[src/rtl/tempRestartPkg.sv]
package tempRestartPkg;

  localparam int CFG_W       = 2;
  localparam int CFG_EN_BIT  = 0;
  localparam int CFG_DIR_BIT = 1;

  typedef enum logic [1:0] {
    ST_IDLE,
    ST_ARMED,
    ST_STOPPED,
    ST_WAKE_RESET
  } trwState_e;

  // strobes from control to datapath
  typedef struct packed {
    logic cfgLoad;
    logic cfgClear;
    logic holdClear;
    logic holdStep;
  } trwStrobe_t;

  // status from datapath to control
  typedef struct packed {
    logic cfgEn;
    logic wakeEdge;
    logic holdDone;
  } trwStatus_t;

endpackage

[src/rtl/trwSync.sv]
module trwSync #(
  parameter int STAGES = 2
) (
  input  logic clk,
  input  logic rstN,
  input  logic dIn,
  output logic dOut
);

  generate
    if (STAGES <= 1) begin : g_single
      logic stageQ;
      always_ff @(posedge clk or negedge rstN) begin
        if (!rstN) stageQ <= 1'b0;
        else       stageQ <= dIn;
      end
      assign dOut = stageQ;
    end else begin : g_chain
      logic [STAGES-1:0] chainQ;
      always_ff @(posedge clk or negedge rstN) begin
        if (!rstN) chainQ <= '0;
        else       chainQ <= {chainQ[STAGES-2:0], dIn};
      end
      assign dOut = chainQ[STAGES-1];
    end
  endgenerate

endmodule

[src/rtl/trwDatapath.sv]
module trwDatapath
  import tempRestartPkg::*;
#(
  parameter int SYNC_STAGES = 2,
  parameter int RESET_HOLD  = 4
) (
  input  logic             clk,
  input  logic             rstN,
  input  logic [CFG_W-1:0] cfgWrData,
  input  trwStrobe_t       strobe,
  input  logic             threshRaw,
  output trwStatus_t       status,
  output logic [CFG_W-1:0] ctrlBits
);

  localparam int CNT_W = (RESET_HOLD > 1) ? $clog2(RESET_HOLD) : 1;
  localparam logic [CNT_W-1:0] HOLD_LAST = CNT_W'(RESET_HOLD - 1);

  logic             threshSync;
  logic             threshPrevQ;
  logic [CFG_W-1:0] cfgQ;
  logic [CNT_W-1:0] holdCntQ;
  logic             riseSeen;
  logic             fallSeen;

  trwSync #(.STAGES(SYNC_STAGES)) u_sync (
    .clk  (clk),
    .rstN (rstN),
    .dIn  (threshRaw),
    .dOut (threshSync)
  );

  // one extra flop for edge qualification
  always_ff @(posedge clk or negedge rstN) begin
    if (!rstN) threshPrevQ <= 1'b0;
    else       threshPrevQ <= threshSync;
  end

  assign riseSeen = threshSync & ~threshPrevQ;
  assign fallSeen = ~threshSync & threshPrevQ;

  // control bits
  always_ff @(posedge clk or negedge rstN) begin
    if (!rstN)                cfgQ <= '0;
    else if (strobe.cfgClear) cfgQ <= '0;
    else if (strobe.cfgLoad)  cfgQ <= cfgWrData;
  end

  // reset hold counter
  always_ff @(posedge clk or negedge rstN) begin
    if (!rstN)                 holdCntQ <= '0;
    else if (strobe.holdClear) holdCntQ <= '0;
    else if (strobe.holdStep)  holdCntQ <= holdCntQ + 1'b1;
  end

  assign status.cfgEn    = cfgQ[CFG_EN_BIT];
  assign status.wakeEdge = cfgQ[CFG_DIR_BIT] ? fallSeen : riseSeen;
  assign status.holdDone = (holdCntQ == HOLD_LAST);
  assign ctrlBits        = cfgQ;

endmodule

[src/rtl/trwControl.sv]
module trwControl
  import tempRestartPkg::*;
(
  input  logic       clk,
  input  logic       rstN,
  input  logic       cfgWrEn,
  input  logic       stopReq,
  input  trwStatus_t status,
  output trwStrobe_t strobe,
  output logic       wakeup,
  output logic       resetReq,
  output logic       inStop
);

  trwState_e stateQ;
  trwState_e stateNxt;
  logic      wakeupQ;

  always_comb begin
    stateNxt = stateQ;
    strobe   = '0;
    unique case (stateQ)
      ST_IDLE: begin
        strobe.cfgLoad = cfgWrEn;
        if (status.cfgEn) stateNxt = ST_ARMED;
      end
      ST_ARMED: begin
        if (!status.cfgEn) begin
          strobe.cfgLoad = cfgWrEn;
          stateNxt       = ST_IDLE;
        end else if (stopReq) begin
          stateNxt = ST_STOPPED;
        end else begin
          strobe.cfgLoad = cfgWrEn;
        end
      end
      ST_STOPPED: begin
        if (status.wakeEdge) begin
          stateNxt         = ST_WAKE_RESET;
          strobe.holdClear = 1'b1;
        end
      end
      ST_WAKE_RESET: begin
        strobe.holdStep = 1'b1;
        if (status.holdDone) begin
          strobe.cfgClear = 1'b1;
          stateNxt        = ST_IDLE;
        end
      end
      default: stateNxt = ST_IDLE;
    endcase
  end

  always_ff @(posedge clk or negedge rstN) begin
    if (!rstN) begin
      stateQ  <= ST_IDLE;
      wakeupQ <= 1'b0;
    end else begin
      stateQ  <= stateNxt;
      wakeupQ <= (stateQ == ST_STOPPED) && status.wakeEdge;
    end
  end

  assign wakeup   = wakeupQ;
  assign resetReq = (stateQ == ST_WAKE_RESET);
  assign inStop   = (stateQ == ST_STOPPED);

endmodule

[src/rtl/tempRestartCtrl.sv]
module tempRestartCtrl
  import tempRestartPkg::*;
#(
  parameter int SYNC_STAGES = 2,
  parameter int RESET_HOLD  = 4
) (
  input  logic       clk,
  input  logic       rstN,
  input  logic       cfgWrEn,
  input  logic [1:0] cfgWrData,
  input  logic       stopReq,
  input  logic       threshIn,
  output logic       wakeup,
  output logic       resetReq,
  output logic       inStop,
  output logic [1:0] ctrlBits
);

  trwStrobe_t strobe;
  trwStatus_t status;

  trwDatapath #(
    .SYNC_STAGES (SYNC_STAGES),
    .RESET_HOLD  (RESET_HOLD)
  ) u_dp (
    .clk       (clk),
    .rstN      (rstN),
    .cfgWrData (cfgWrData),
    .strobe    (strobe),
    .threshRaw (threshIn),
    .status    (status),
    .ctrlBits  (ctrlBits)
  );

  trwControl u_ctl (
    .clk      (clk),
    .rstN     (rstN),
    .cfgWrEn  (cfgWrEn),
    .stopReq  (stopReq),
    .status   (status),
    .strobe   (strobe),
    .wakeup   (wakeup),
    .resetReq (resetReq),
    .inStop   (inStop)
  );

endmodule

[config.mk]
export PLATFORM = sky130hd
export DESIGN_NAME = tempRestartCtrl
export DESIGN_NICKNAME = d
export VERILOG_FILES = /design/src/rtl/tempRestartPkg.sv /design/src/rtl/trwSync.sv /design/src/rtl/trwDatapath.sv /design/src/rtl/trwControl.sv /design/src/rtl/tempRestartCtrl.sv
export SDC_FILE = /design/constraint.sdc
export NUM_CORES = 1
export LEC_CHECK = 0
export ABC_AREA = 1
export CORE_AREA = 5 5 42 44
export DETAILED_ROUTE_END_ITERATION = 16
export DIE_AREA = 0 0 47 49
export PLACE_DENSITY_LB_ADDON = 0.12
export SLEW_MARGIN = 20
export SYNTH_ARGS = -nofsm -noshare
export SYNTH_HDL_FRONTEND = slang
export SYNTH_SLANG_ARGS = --single-unit
export TNS_END_PERCENT = 1
[constraint.sdc]
create_clock -name clk -period 1.6 [get_ports clk]
set_clock_uncertainty 0.05 [all_clocks]
set_input_delay 0.4 -clock clk [delete_from_list [all_inputs] [get_ports clk]]
set_output_delay 0.4 -clock clk [all_outputs]
set_load 0.05 [all_outputs]
==> metrics.md <==
| Metric | Value |
|---|---|
| Cell Chain, Critical Path | `nand2_1, inv_1, buf_12` |
| Seq. cell area | `about 250 um2` |
| Crit path from | `u_ctl.stateQ[0]` |
| Total number of vias | `approximately 400` |
| Die height | `~49 um` |
| Wirelength, routed | `around 900 um` |
| Average routed wire per standard cell | `about 10 um` |
| Top FF cell, synth | `dfrtp_1` |
| First-pass GRT wire length | `roughly 1.5 mm` |
| Worst Path Arrival | `roughly 1.1 ns` |
| DRC | `0` |
| Area contributors post-synth | `dfrtp_1, nand2_1, nand3_1, inv_1, nor2_4` |
| Post-route ant nets | `0` |
| Post-synth top area share | `0.5102` |
| Mapped Cells | `55` |
| Drt pass-1 iters | `2` |
| Post-synth top cells | `nand2_1, dfrtp_1, inv_1` |
| # port buffers | `11` |
| TritonCTS Buffers | `3` |
| Placer Congestion | `between 0.7 and 0.8` |
| Ant diodes | `0` |
| Static leakage | `~0.36 nW` |
| Hold Startpoint | `u_dp.u_sync.g_chain.chainQ[0]` |
| Fmax | `between 600 and 700 MHz` |
| Max-cap violations | `0` |
| Post-Synth Adder-Cell Area | `0.02551` |
| Data required time of the worst path | `1.15 ns` |
| Area leader, netlist | `dfrtp_1` |
| Cts repair resizes | `0` |
| Longest Clk Path Bufs | `2` |
| CP max stage delay | `0.45 ns` |
| Syn_nets | `63` |
| Final Hold Viols | `0` |
| Clock Latency Late Sink | `between 0.2 and 0.3 ns` |
| Critical Path End Type | `output port` |
| Post-route cell area | `713.2 um2` |
| Max-slew headroom | `0.6983` |
| Max Slew Vio Count | `0` |
| Yosys Warn Count | `0` |
| Largest family of logic cells by synthesized area | `simple AND/OR/NAND/NOR gates` |
| Layout cells sized above 1 | `0.2817` |
| Syn avg cell area | `between 8 and 9 um2` |
| Ys async rst share | `1.000` |
| Initial antenna violation count | `0` |
| Core Rows | `14` |
| Die Footprint | `2303 um2` |
| Multi-input gate area | `approximately 190 um2` |
| Setup_tns | `0 ns` |
| Worst-Margin Slew | `0.4511 ns` |
| Mux cell area share after synthesis | `0` |
| Cts hold-fix bufs | `0` |
| Grt ovf | `0` |
| CP startpoint kind | `register` |
| Most common cell in the netlist | `nand2_1` |
| Root buf cell | `clkbuf_4` |
| Tot GR Track Use | `0.09304` |
| Starting Density | `0.3500` |
| Synth Area in Simple Gates | `0.3189` |
| Vias in the first global route | `383` |
| Core area | `approximately 1400 um2` |
| Clock Sinks | `10` |
| Post-synth EDFFs | `0` |
| Dpl hpwl | `between 700 and 800 um` |
| Compound-gate portion of the synthesized area | `0.04592` |
| Fillers | `between 100 and 150` |
| CP max stage cell | `dfrtp_2` |
| Die W | `47 um` |
| Yosys cell types | `16` |
| Worst-path fanout max | `6` |
| Area grow syn2layout | `45.41%` |
| CTS tree | `yes` |
| Mapped cell area | `between 400 and 500 um2` |
| Via density | `between 4 and 5` |
| Pwr dens | `just under 2000 nW/um2` |
| Hold Crit Class | `register to register` |
| Period utilization | `0.9493` |
| RSZ-0062 raised after global routing | `false` |
| Post CTS Setup Buffer Count | `0` |
| Clk slew on worst S/H paths | `roughly 0.070 ns` |
| Post-layout nets | `80` |
| Register bit count reported by yosys | `10` |
| Largest net degree at the start of global routing | `11` |
| Peak VDD IR | `about 0.00095 V` |
| Final setup violation count | `0` |
| Launch point of the worst reg-to-reg path | `u_ctl.stateQ[0]` |
| Register area share after synthesis | `0.5102` |
| Placed Area | `around 670 um2` |
| H-tree depth | `1` |
| Fin crit period | `1.519 ns` |
| # IOs | `12` |
| DR iter-0 viols | `9` |
| Setup CP Type | `register to output port` |
| Status | `finished clean` |
| Post-Synth XOR/XNOR Area | `0` |
==> flip-flops by register name, summed over array words and instances (netlist names), named ones only <==
| register | count |
|---|---|
| u_dp.holdCntQ | 2 |
| u_dp.u_sync.g_chain.chainQ | 2 |
| u_ctl.wakeup | 1 |
| u_ctl.stateQ | 1 |
| u_dp.threshPrevQ | 1 |
| u_dp.ctrlBits | 2 |
==> routing by layer <==
metal | global-route usage | part of all wire | vias to the layer above
li1 | - | - | 206
met1 | 0.1242 | 0.48 | 186
met2 | 0.1244 | 0.45 | 10
met3 | 0.04428 | 0.076 | 0
met4 | 0.04147 | 0 | 0
met5 | 0 | 0 | -
==> kinds of logic after synthesis <==
group           Yosys count
simple gates             29
compound gates            4
flops                    10
buf+inv                  11
fa+ha+maj                 1
==> area by class of cell <==
class | count | share of cell area
clock buffer | 4 | 0.05088
inverter | 10 | 0.05263
multi-input combinational | 34 | 0.2684
sequential | 10 | 0.3544
tap | 16 | 0.02807
timing repair buffer | 13 | 0.2456
==> cells in the final DEF, fill, tap and decap left out <==
| cell type | count |
|---|---|
| o22ai_1 | 2 |
| nand2_1 | 12 |
| inv_1 | 9 |
| nand3_1 | 7 |
| buf_12 | 5 |
| clkbuf_4 | 3 |
| nor2_2 | 1 |
| dfrtp_2 | 2 |
| clkbuf_8 | 1 |
| ha_1 | 1 |
| nand4_1 | 1 |
| nand3b_1 | 2 |
| buf_4 | 2 |
| inv_2 | 1 |
| nor2_1 | 1 |
| nand3_2 | 1 |
| clkdlybuf4s50_1 | 6 |
| nor2_4 | 2 |
| o21ai_0 | 2 |
| nand2_2 | 2 |
| dfrtp_1 | 8 |
==> metrics by stage <==
stage	util	total power (W)	std cells	hold slack, ns	worst slack [ns]
after floorplan	-	0.0008796	55	0.05441	0.2660
after global placement	0.4813	0.001163	83	0.2854	0.1026
after detailed placement	0.4813	0.001162	83	0.2905	0.09499
after CTS	0.5071	0.001400	87	0.3060	0.002554
after global routing	0.5089	0.001487	87	0.3208	0.01413
final	0.5089	0.001385	87	0.3025	0.08119
==> worst max-delay path: cells and delay by family, from the launching register on <==
family | cells | cell delay, ns
flip-flops | 1 | 0.45
AND/OR/NAND/NOR | 1 | 0.11
buffers and inverters | 2 | 0.23
==> power by group <==
part / switching, W / internal (W)
clock network: 0.0000924 / 0.000138
logic: 0.000397 / 0.000328
registers: 0.0000952 / 0.000335
total: 0.000584 / 0.000801
==> worst paths after layout <==
path                                            endpoint  slack, ns  cells past startpoint
max                                             resetReq       0.08                      3
min                        u_dp.u_sync.g_chain.chainQ[1]       0.30                      0
max reg2reg                             u_dp.ctrlBits[1]       0.38                      5
min reg2reg                u_dp.u_sync.g_chain.chainQ[1]       0.30                      0
max in group asynchronous                      async pin       0.78                      1
min in group asynchronous                   u_ctl.wakeup       0.39                      1
Note: power is estimated with default switching activity, not from simulation.
